--- src/rtl/dual_adc_rd_pkg.sv ---
package dual_adc_rd_pkg;

    // Frame sequencer states; the three SEEK states form the high-low-high alignment
    typedef enum logic [2:0] {
        ST_IDLE     = 3'd0,
        ST_SEEK_HI  = 3'd1,
        ST_SEEK_LO  = 3'd2,
        ST_SEEK_HI2 = 3'd3,
        ST_SHIFT    = 3'd4
    } rd_state_e;

endpackage

--- src/rtl/adcrd_sclk_gen.sv ---
module adcrd_sclk_gen #(
    parameter int DIV_W = 8
) (
    input  logic             clk,
    input  logic             rst_n,
    input  logic [DIV_W-1:0] div,
    output logic             sclk,
    output logic             fall_evt
);

    typedef struct packed {
        logic [DIV_W-1:0] cnt;
        logic             lvl;
    } gen_t;

    gen_t gen_d, gen_q;
    logic wrap;

    assign wrap = (gen_q.cnt >= div);

    always_comb begin
        gen_d = gen_q;
        if (wrap) begin
            gen_d.cnt = '0;
            gen_d.lvl = ~gen_q.lvl;
        end else begin
            gen_d.cnt = gen_q.cnt + DIV_W'(1);
        end
    end

    always_ff @(posedge clk or negedge rst_n) begin
        if (!rst_n) gen_q <= '0;
        else        gen_q <= gen_d;
    end

    assign sclk     = gen_q.lvl;
    // The edge on which sclk goes from high to low
    assign fall_evt = wrap && gen_q.lvl;

endmodule

--- src/rtl/adcrd_pace_timer.sv ---
module adcrd_pace_timer #(
    parameter int LOAD_W = 16
) (
    input  logic              clk,
    input  logic              rst_n,
    input  logic              en,
    input  logic [LOAD_W-1:0] load,
    output logic              tick
);

    typedef struct packed {
        logic [LOAD_W-1:0] cnt;
        logic              tick;
    } tmr_t;

    tmr_t tmr_d, tmr_q;

    always_comb begin
        tmr_d      = tmr_q;
        tmr_d.tick = 1'b0;
        if (!en) begin
            tmr_d.cnt = '0;
        end else if (tmr_q.cnt >= load) begin
            tmr_d.cnt  = '0;
            tmr_d.tick = 1'b1;
        end else begin
            tmr_d.cnt = tmr_q.cnt + LOAD_W'(1);
        end
    end

    always_ff @(posedge clk or negedge rst_n) begin
        if (!rst_n) tmr_q <= '0;
        else        tmr_q <= tmr_d;
    end

    assign tick = tmr_q.tick;

endmodule

--- src/rtl/adcrd_lane_shift.sv ---
module adcrd_lane_shift #(
    parameter int LANES  = 2,
    parameter int WORD_W = 16
) (
    input  logic                          clk,
    input  logic                          rst_n,
    input  logic                          clear,
    input  logic                          shift_en,
    input  logic [LANES-1:0]              din,
    output logic [LANES-1:0][WORD_W-1:0]  word_next
);

    // Only WORD_W-1 bits are held; the final bit is taken straight from the line
    localparam int HOLD_W = WORD_W - 1;

    genvar g;
    generate
        for (g = 0; g < LANES; g++) begin : g_lane
            logic [HOLD_W-1:0] hold_d, hold_q;

            always_comb begin
                hold_d = hold_q;
                if (clear)         hold_d = '0;
                else if (shift_en) hold_d = {hold_q[HOLD_W-2:0], din[g]};
            end

            always_ff @(posedge clk or negedge rst_n) begin
                if (!rst_n) hold_q <= '0;
                else        hold_q <= hold_d;
            end

            assign word_next[g] = {hold_q, din[g]};
        end
    endgenerate

endmodule

--- src/rtl/dual_adc_reader.sv ---
module dual_adc_reader
    import dual_adc_rd_pkg::*;
#(
    parameter int DIV_W     = 8,
    parameter int LOAD_W    = 16,
    parameter int WORD_W    = 16,
    parameter int SHORT_LEN = 14,
    parameter int PD_LEN    = 8
) (
    input  logic              clk,
    input  logic              rst_n,
    input  logic              cfg_enable,
    input  logic              cfg_short_word,
    input  logic [DIV_W-1:0]  cfg_div,
    input  logic [LOAD_W-1:0] cfg_load,
    input  logic              pd_req,
    input  logic              sdata_a,
    input  logic              sdata_b,
    output logic              sclk,
    output logic              cs_n,
    output logic [WORD_W-1:0] res_a,
    output logic [WORD_W-1:0] res_b,
    output logic              res_valid,
    output logic              overrun
);

    localparam int CNT_W = $clog2(WORD_W + 1);
    localparam int LANES = 2;

    typedef struct packed {
        rd_state_e         st;
        logic [CNT_W-1:0]  bits;
        logic [CNT_W-1:0]  len;
        logic              pd_frame;
        logic              pd_pend;
        logic              cs_n;
        logic              valid;
        logic              ovr;
        logic [WORD_W-1:0] ra;
        logic [WORD_W-1:0] rb;
    } ctl_t;

    ctl_t ctl_d, ctl_q;

    logic                             sclk_lvl;
    logic                             fall_evt;
    logic                             tick;
    logic                             sh_clear;
    logic                             sh_en;
    logic [LANES-1:0][WORD_W-1:0]     word_next;
    logic [WORD_W-1:0]                len_mask;
    logic                             last_bit;

    adcrd_sclk_gen #(.DIV_W(DIV_W)) u_sclk (
        .clk      (clk),
        .rst_n    (rst_n),
        .div      (cfg_div),
        .sclk     (sclk_lvl),
        .fall_evt (fall_evt)
    );

    adcrd_pace_timer #(.LOAD_W(LOAD_W)) u_timer (
        .clk   (clk),
        .rst_n (rst_n),
        .en    (cfg_enable),
        .load  (cfg_load),
        .tick  (tick)
    );

    adcrd_lane_shift #(.LANES(LANES), .WORD_W(WORD_W)) u_shift (
        .clk       (clk),
        .rst_n     (rst_n),
        .clear     (sh_clear),
        .shift_en  (sh_en),
        .din       ({sdata_b, sdata_a}),
        .word_next (word_next)
    );

    assign len_mask = ~({WORD_W{1'b1}} << ctl_q.len);
    assign last_bit = (ctl_q.bits == ctl_q.len - CNT_W'(1));
    assign sh_clear = (ctl_q.st == ST_SEEK_HI2) && sclk_lvl;
    assign sh_en    = (ctl_q.st == ST_SHIFT) && fall_evt;

    always_comb begin
        ctl_d       = ctl_q;
        ctl_d.valid = 1'b0;
        if (pd_req) ctl_d.pd_pend = 1'b1;

        // Any pacing request outside idle is lost
        if (tick && (ctl_q.st != ST_IDLE)) ctl_d.ovr = 1'b1;

        unique case (ctl_q.st)
            ST_IDLE: begin
                if (ctl_q.pd_pend || pd_req) begin
                    ctl_d.st       = ST_SEEK_HI;
                    ctl_d.pd_frame = 1'b1;
                    ctl_d.pd_pend  = 1'b0;
                    ctl_d.len      = CNT_W'(PD_LEN);
                    if (tick) ctl_d.ovr = 1'b1;
                end else if (tick) begin
                    ctl_d.st       = ST_SEEK_HI;
                    ctl_d.pd_frame = 1'b0;
                    ctl_d.len      = cfg_short_word ? CNT_W'(SHORT_LEN) : CNT_W'(WORD_W);
                end
            end
            ST_SEEK_HI: begin
                if (sclk_lvl) ctl_d.st = ST_SEEK_LO;
            end
            ST_SEEK_LO: begin
                if (!sclk_lvl) ctl_d.st = ST_SEEK_HI2;
            end
            ST_SEEK_HI2: begin
                if (sclk_lvl) begin
                    ctl_d.st   = ST_SHIFT;
                    ctl_d.cs_n = 1'b0;
                    ctl_d.bits = '0;
                end
            end
            ST_SHIFT: begin
                if (fall_evt) begin
                    if (last_bit) begin
                        ctl_d.st   = ST_IDLE;
                        ctl_d.cs_n = 1'b1;
                        if (!ctl_q.pd_frame) begin
                            ctl_d.valid = 1'b1;
                            ctl_d.ra    = word_next[0] & len_mask;
                            ctl_d.rb    = word_next[1] & len_mask;
                        end
                    end else begin
                        ctl_d.bits = ctl_q.bits + CNT_W'(1);
                    end
                end
            end
            default: ctl_d.st = ST_IDLE;
        endcase
    end

    always_ff @(posedge clk or negedge rst_n) begin
        if (!rst_n) begin
            ctl_q      <= '0;
            ctl_q.st   <= ST_IDLE;
            ctl_q.cs_n <= 1'b1;
        end else begin
            ctl_q <= ctl_d;
        end
    end

    assign sclk      = sclk_lvl;
    assign cs_n      = ctl_q.cs_n;
    assign res_a     = ctl_q.ra;
    assign res_b     = ctl_q.rb;
    assign res_valid = ctl_q.valid;
    assign overrun   = ctl_q.ovr;

endmodule

--- config.mk ---
export PLATFORM = sky130hd
export DESIGN_NAME = dual_adc_reader
export DESIGN_NICKNAME = d
export VERILOG_FILES = /design/src/rtl/dual_adc_rd_pkg.sv /design/src/rtl/adcrd_sclk_gen.sv /design/src/rtl/adcrd_pace_timer.sv /design/src/rtl/adcrd_lane_shift.sv /design/src/rtl/dual_adc_reader.sv
export SDC_FILE = /design/constraint.sdc
export NUM_CORES = 1
export LEC_CHECK = 0
export ABC_AREA = 1
export BUFFER_PORTS_ARGS = -buffer_cell sky130_fd_sc_hd__buf_4
export CAP_MARGIN = 20
export CORE_UTILIZATION = 42
export CTS_BUF_LIST = sky130_fd_sc_hd__clkbuf_8
export DETAILED_ROUTE_END_ITERATION = 12
export GPL_TIMING_DRIVEN = 0
export PLACE_DENSITY = 0.64
export SYNTH_ARGS = -nofsm -noshare
export SYNTH_HDL_FRONTEND = slang
export SYNTH_SLANG_ARGS = --single-unit
--- constraint.sdc ---
create_clock -name clk -period 1.79 [get_ports clk]
set_clock_uncertainty 0.1 [all_clocks]
set_input_delay 0.2685 -clock clk [delete_from_list [all_inputs] [get_ports clk]]
set_output_delay 0.2685 -clock clk [all_outputs]
set_load 0.01 [all_outputs]
Word level (Yosys, flattened, before mapping)
Cells that the tools add are included.
- logic and storage cells: 90
- register bits: 106
- bitwise logic cells: 5
- $add $sub $neg: 4
- mux-type cells: 35
- $lt $le $gt $ge: 2
- equality and inequality tests: 12
- shifts and indexed selects: 1
- reductions and logical operators: 15
- operators by type and width (cell ; count):
    15-bit 2-to-1 mux ; 4
    16-bit bitwise AND ; 2
    16-bit 2-to-1 mux ; 2
    8-bit 2-to-1 mux ; 3
    16-bit by 1-bit adder with 16-bit output (second input constant) ; 1
    16-bit greater-or-equal comparator ; 1
    16-bit NOT ; 1
    16-bit by 5-bit left shift with 16-bit output (first input constant) ; 1
    3-bit 2-to-1 mux ; 5
    3-bit one-hot mux with 5 select lines ; 1
    1-bit 2-to-1 mux ; 12
    6-bit 2-to-1 mux ; 2
    4-bit AND reduction ; 3
    5-bit 2-to-1 mux ; 2
    5-bit one-hot mux with 2 select lines ; 1
    8-bit by 1-bit adder with 8-bit output (second input constant) ; 1
    8-bit greater-or-equal comparator ; 1
    2-bit != test (second input constant) ; 4
    3-bit by 2-bit equality test with 1-bit output (second input constant) ; 2
    6-bit AND reduction ; 1
    2-bit nonzero test ; 3
    5-bit by 1-bit adder with 5-bit output (second input constant) ; 1
    5-bit equality test ; 1
    5-bit by 1-bit subtractor with 5-bit output (second input constant) ; 1
    other kinds (12) ; 18

Depth between registers and ports, before layout
- depth after elaboration: 6
- mapped depth: 15
- gate-level depth less buffers: 14

Cells and area by module
From an unflattened synthesis, not the netlist that was laid out.
- cell total of the unflattened synthesis: 675
- area total of the unflattened synthesis: 5766.8 µm²
- modules (own cells, without submodules) (module ; times used ; cells each ; seq. area each (µm²) ; area each (µm²)):
    dual_adc_reader ; 1 ; 301 ; 1202.4 ; 2588.7
    adcrd_pace_timer ; 1 ; 162 ; 425.4 ; 1276.2
    adcrd_lane_shift ; 1 ; 133 ; 750.7 ; 1257.5
    adcrd_sclk_gen ; 1 ; 79 ; 225.2 ; 644.4

Least setup slack after synthesis
No wires, ideal clock.
- kind: register to register
- from: reg u_sclk.gen_q[4] (netlist bit)
- to: reg ctl_q[42] (netlist bit)
- cell stages (with the launch flop): 14
- setup time: 0.117 ns
- required time: 1.573 ns
- data arrival time: 1.595 ns
- slack: -0.022 ns
- path through: dfrtp_1 ha_1 nand2_1 nor2_1 nor2_1 nand2_1 nand2_1 nand2_2 buf_4 nand2_2 nand2_4 nand2_2 nand2_1 nand2_1
- word-level cells in the longest chain between the ends: 4
- ends and longest elaborated chain (item ; RTL line ; text):
    from (decl) ; adcrd_sclk_gen.sv:16 ; gen_t gen_d, gen_q;
    from (signal assigned) ; adcrd_sclk_gen.sv:33 ; else gen_q <= gen_d;
    8-bit greater-or-equal comparator ; adcrd_sclk_gen.sv:19 ; assign wrap = (gen_q.cnt >= div);
    1-bit logical AND ; adcrd_sclk_gen.sv:38 ; assign fall_evt = wrap && gen_q.lvl;
    2-bit != test (no line) ; n/a ;
    4-bit AND reduction (no line) ; n/a ;
    to (signal assigned) ; dual_adc_reader.sv:144 ; ctl_q <= ctl_d;
    to (decl) ; dual_adc_reader.sv:43 ; ctl_t ctl_d, ctl_q;
No other way between the ends.
A chain may end at the register's enable or synchronous reset.

Worst setup path in the final report
- from: reg ctl_q[39] (netlist bit)
- to: reg ctl_q (netlist bit res_b[15])
- word-level cells in the longest chain between the ends: 3
- elaborated cells between the ends (all ways): 6
- ends and longest elaborated chain (item ; RTL line):
    5-bit by 1-bit subtractor with 5-bit output / 16-bit by 5-bit left shift with 16-bit output (equally long branches) ; dual_adc_reader.sv:80, dual_adc_reader.sv:79
    5-bit equality test / 16-bit NOT (equally long branches) ; dual_adc_reader.sv:80, dual_adc_reader.sv:79
    4-bit AND reduction (no line) / 16-bit bitwise AND (equally long branches) ; n/a
Parallel ways exist; a longest one is shown, timed or not.

==> impl_metrics.csv <==
group,metric,value,unit
place,port_buffers,65,
setup_path,critPathMostFrequentCell,"nand2_1",
global_route,met1_usage,0.249,
global_route,antenna_found_initial,0,
setup_path,critPathBufInv,2,
global_route,grt_pass1_vias,4797,
setup_path,cpLargestDelayFamily,"simple AND/OR/NAND/NOR gates",
floorplanning,num_io_pins,67,
sta,finalHoldViolCount,0,
setup_path,slowest_delay,0.40,ns
global_route,grt_overflow_total,0,
sta,fin_crit_sh,1.09,
floorplanning,die_y,121,um
routing,viasPerCell,4.80,
cts,cts.sinks,104,
worst_hold_path,worst_hold_path_type,"in -> reg",
cts,h-tree-depth,3,
yosys,netlist_area,5950,um^2
yosys,synth_seq_area_share,0.438,
setup_path,path_cells,"inv_2 > ha_4 > xnor2_2 > nor2_4 > nand2_4 > nor2_8 > nand4_4 > buf_6 > nand2_1 > nand2_1",
job,maxCapViolations,0,
routing,drt_first_pass_iters,5,
power,powerDensity,846,nW/um^2
yosys,synth_nets,825,
routing,vias,5057,
global_route,grt_use_met3,0.0465,
global_route,busiest_layer,"met2",
yosys,yosysTopAreaCellShare,0.434,
layout,area_delta_synth_final,26.9,%
cts,path_clk_slew,0.10,ns
place,dp_hpwl,9100,um
routing,drc,0,
setup_path,end_kind,"register",
floorplanning,placementRows,43,
cts,cts_buffers,9,
power,vdd_drop_max,0.447,mV
cts,clock_latency,0.39,ns
layout,nets,930,
global_route,grt_max_degree,65,
sta,fmax,511,MHz
yosys,synthFlopType,"dfrtp_1",
power,fin_total_pwr,6.39,mW
routing,drtIter0Drc,269,
yosys,synth_edf_count,0,
outcome,run_status,"finished with violations",
routing,ant_nets,0,
sta,period_needed,1.96,ns
sta,slew_violations,0,
yosys,yosys.cell_count.top_type,"nand2_1",
setup_path,cp.required,1.98,ns
routing,avgRoutedWirePerCell,12.6,um
floorplanning,die_w,121,um
cts,clk_path_buf_depth,2,
layout,finish.utilization,0.546,
routing,drt_wl_total,13300,um
cts,cts_tree,"yes",
setup_path,cp_max_fo,10,
global_route,grt_pass1_wl,22300,um
global_route,met2_usage,0.316,
yosys,ys_warn_count,0,
place,gp_congestion,0.825,
setup_path,worstSetupPathType,"reg -> reg",
floorplanning,initial_utilization,0.430,
yosys,synth-seq-cells,104,
yosys,yosys.area.top_type,"dfrtp_1",
yosys,synth.area.top_cells,"dfrtp_1 43%, nand2_1 12%, ha_1 6.3%",
power,leakagePower,3.90,nW
global_route,grt_util_all_layers,0.193,
setup_path,arrival,2.14,ns
cts,cts-root-buf,"clkbuf_8",
floorplanning,die-area,14600,um^2
sta,finalSetupViolCount,88,
yosys,ys_top_cells_by_count,"185 x nand2_1, 103 x dfrtp_1, 97 x inv_1, 86 x nor2_1, 62 x nand3_1",
sta,rsz0062_at_grt,"yes",
yosys,synth.avg_cell_area,7.78,um^2
layout,diodes,0,
setup_path,crit_path_start_kind,"register",
sta,setup_slack,-0.167,ns
sta,max_slew.worst_pin.slew,0.629,ns
yosys,synthDistinctLibCells,36,
outcome,failed_checks,"negative setup slack",
floorplanning,core-area,13800,um^2
setup_path,cp_slowest_cell,"dfrtp_1",
layout,drive_above_1_share,0.286,
sta,maxSlewHeadroom,0.581,
yosys,syn_inst,764,
yosys,synthArstFlopShare,1.00,
area by class of cell:
| type | instances | area (um^2) |
|---|---|---|
| fillers | 1304 | 6280 |
| flip-flops and latches | 104 | 2610 |
| repair buffers | 93 | 742 |
| plain buffers | 64 | 463 |
| well taps | 180 | 225 |
| clock buffers | 10 | 138 |
| clock inverters | 6 | 60.1 |
| multi-input cells | 499 | 2950 |
| inverters | 98 | 368 |
placed cells by master, fill, tap and decap left out, drive strengths merged:
master / count
nor2: 90
dfstp: 1
a21o: 2
a21oi: 13
a31oi: 1
nand2: 192
dlygate4sd3: 1
xnor2: 2
o21ai: 40
clkinv: 3
nor3b: 3
nand4: 39
a21boi: 2
xor2: 2
inv: 99
nand3: 63
nor3: 7
o21bai: 4
ha: 30
o21a: 2
bufinv: 1
nand3b: 3
clkbuf: 23
or2: 4
dfrtp: 103
buf: 143
clkinvlp: 1
worst reg2reg max path: cells and delay by family, from the launching register on:
family	cells	cell delay, ns
buffers and inverters	2	0.32
XOR/XNOR	1	0.15
flip-flops	1	0.40
adder cells (fa/ha/maj)	1	0.22
AND/OR/NAND/NOR	6	0.69
through the flow:
step                setup TNS [ns]  cells  worst slack [ns]  area [um^2]  hold slack, ns
CTS                          -9.11   1048            -0.156         7250          0.0168
floorplan                        0    764            0.0156         5960          -0.127
global placement            -23.06   1009            -0.383         6680           0.346
detailed placement          -23.49   1010            -0.393         6700           0.197
finish                       -8.76   1054            -0.167         7550          0.0318
global route                -19.46   1054            -0.289         7550          0.0298
report_power, final:
part / switching (mW) / internal (mW)
Clock: 0.835 / 0.678
Combinational: 1.38 / 0.788
Sequential: 0.151 / 2.56
state kept, by name, indices dropped and copies added, names as in the netlist:
name and flops:
u_shift.g_lane.hold_q 30, res_a 16, res_b 16, u_timer.tmr_q 16
ctl_q 13, u_sclk.gen_q 8, cs_n 1, overrun 1
res_valid 1, u_sclk.sclk 1, u_timer.tick 1
kinds of logic (layout without fill, tap and decap cells):
family | Yosys count | after routing | share of synthesized area
adders and majority gates | 30 | 30 | 0.0631
buffers and inverters | 162 | 271 | 0.130
xor gates and xnor gates | 4 | 4 | 0.00589
and+or+nand+nor | 400 | 401 | 0.304
AOI/OAI and AO/OA | 64 | 64 | 0.0589
DFF | 104 | 104 | 0.438
worst paths after layout:
kind	cells after the start	slack, ns	to	startpoint
max	10	-0.17	res_b[15]	ctl_q[39]
min	3	0.03	ctl_q[39]	cfg_short_word
max reg2reg	10	-0.17	res_b[15]	ctl_q[39]
min reg2reg	2	0.38	cs_n	cs_n
max in group asynchronous	3	0.55	cs_n	rst_n
min in group asynchronous	2	0.30	res_a[2]	rst_n
per-layer routing:
metal / vias to the layer above / part of all wire
met3: 15 / 0.056
met5: - / 0
met4: 0 / 0.019
met1: 2326 / 0.46
met2: 94 / 0.46
li1: 2622 / -
what timing repair did:
action                     4_1_cts  5_1_grt
cloned                           3        3
setup endpoints to repair       89       91
buffers inserted                18        3
pin swaps                       18       10
hold buffers                     1        0
hold endpoints to repair        40        0
gates resized for setup         43       85
(Power assumes the default switching activity.)
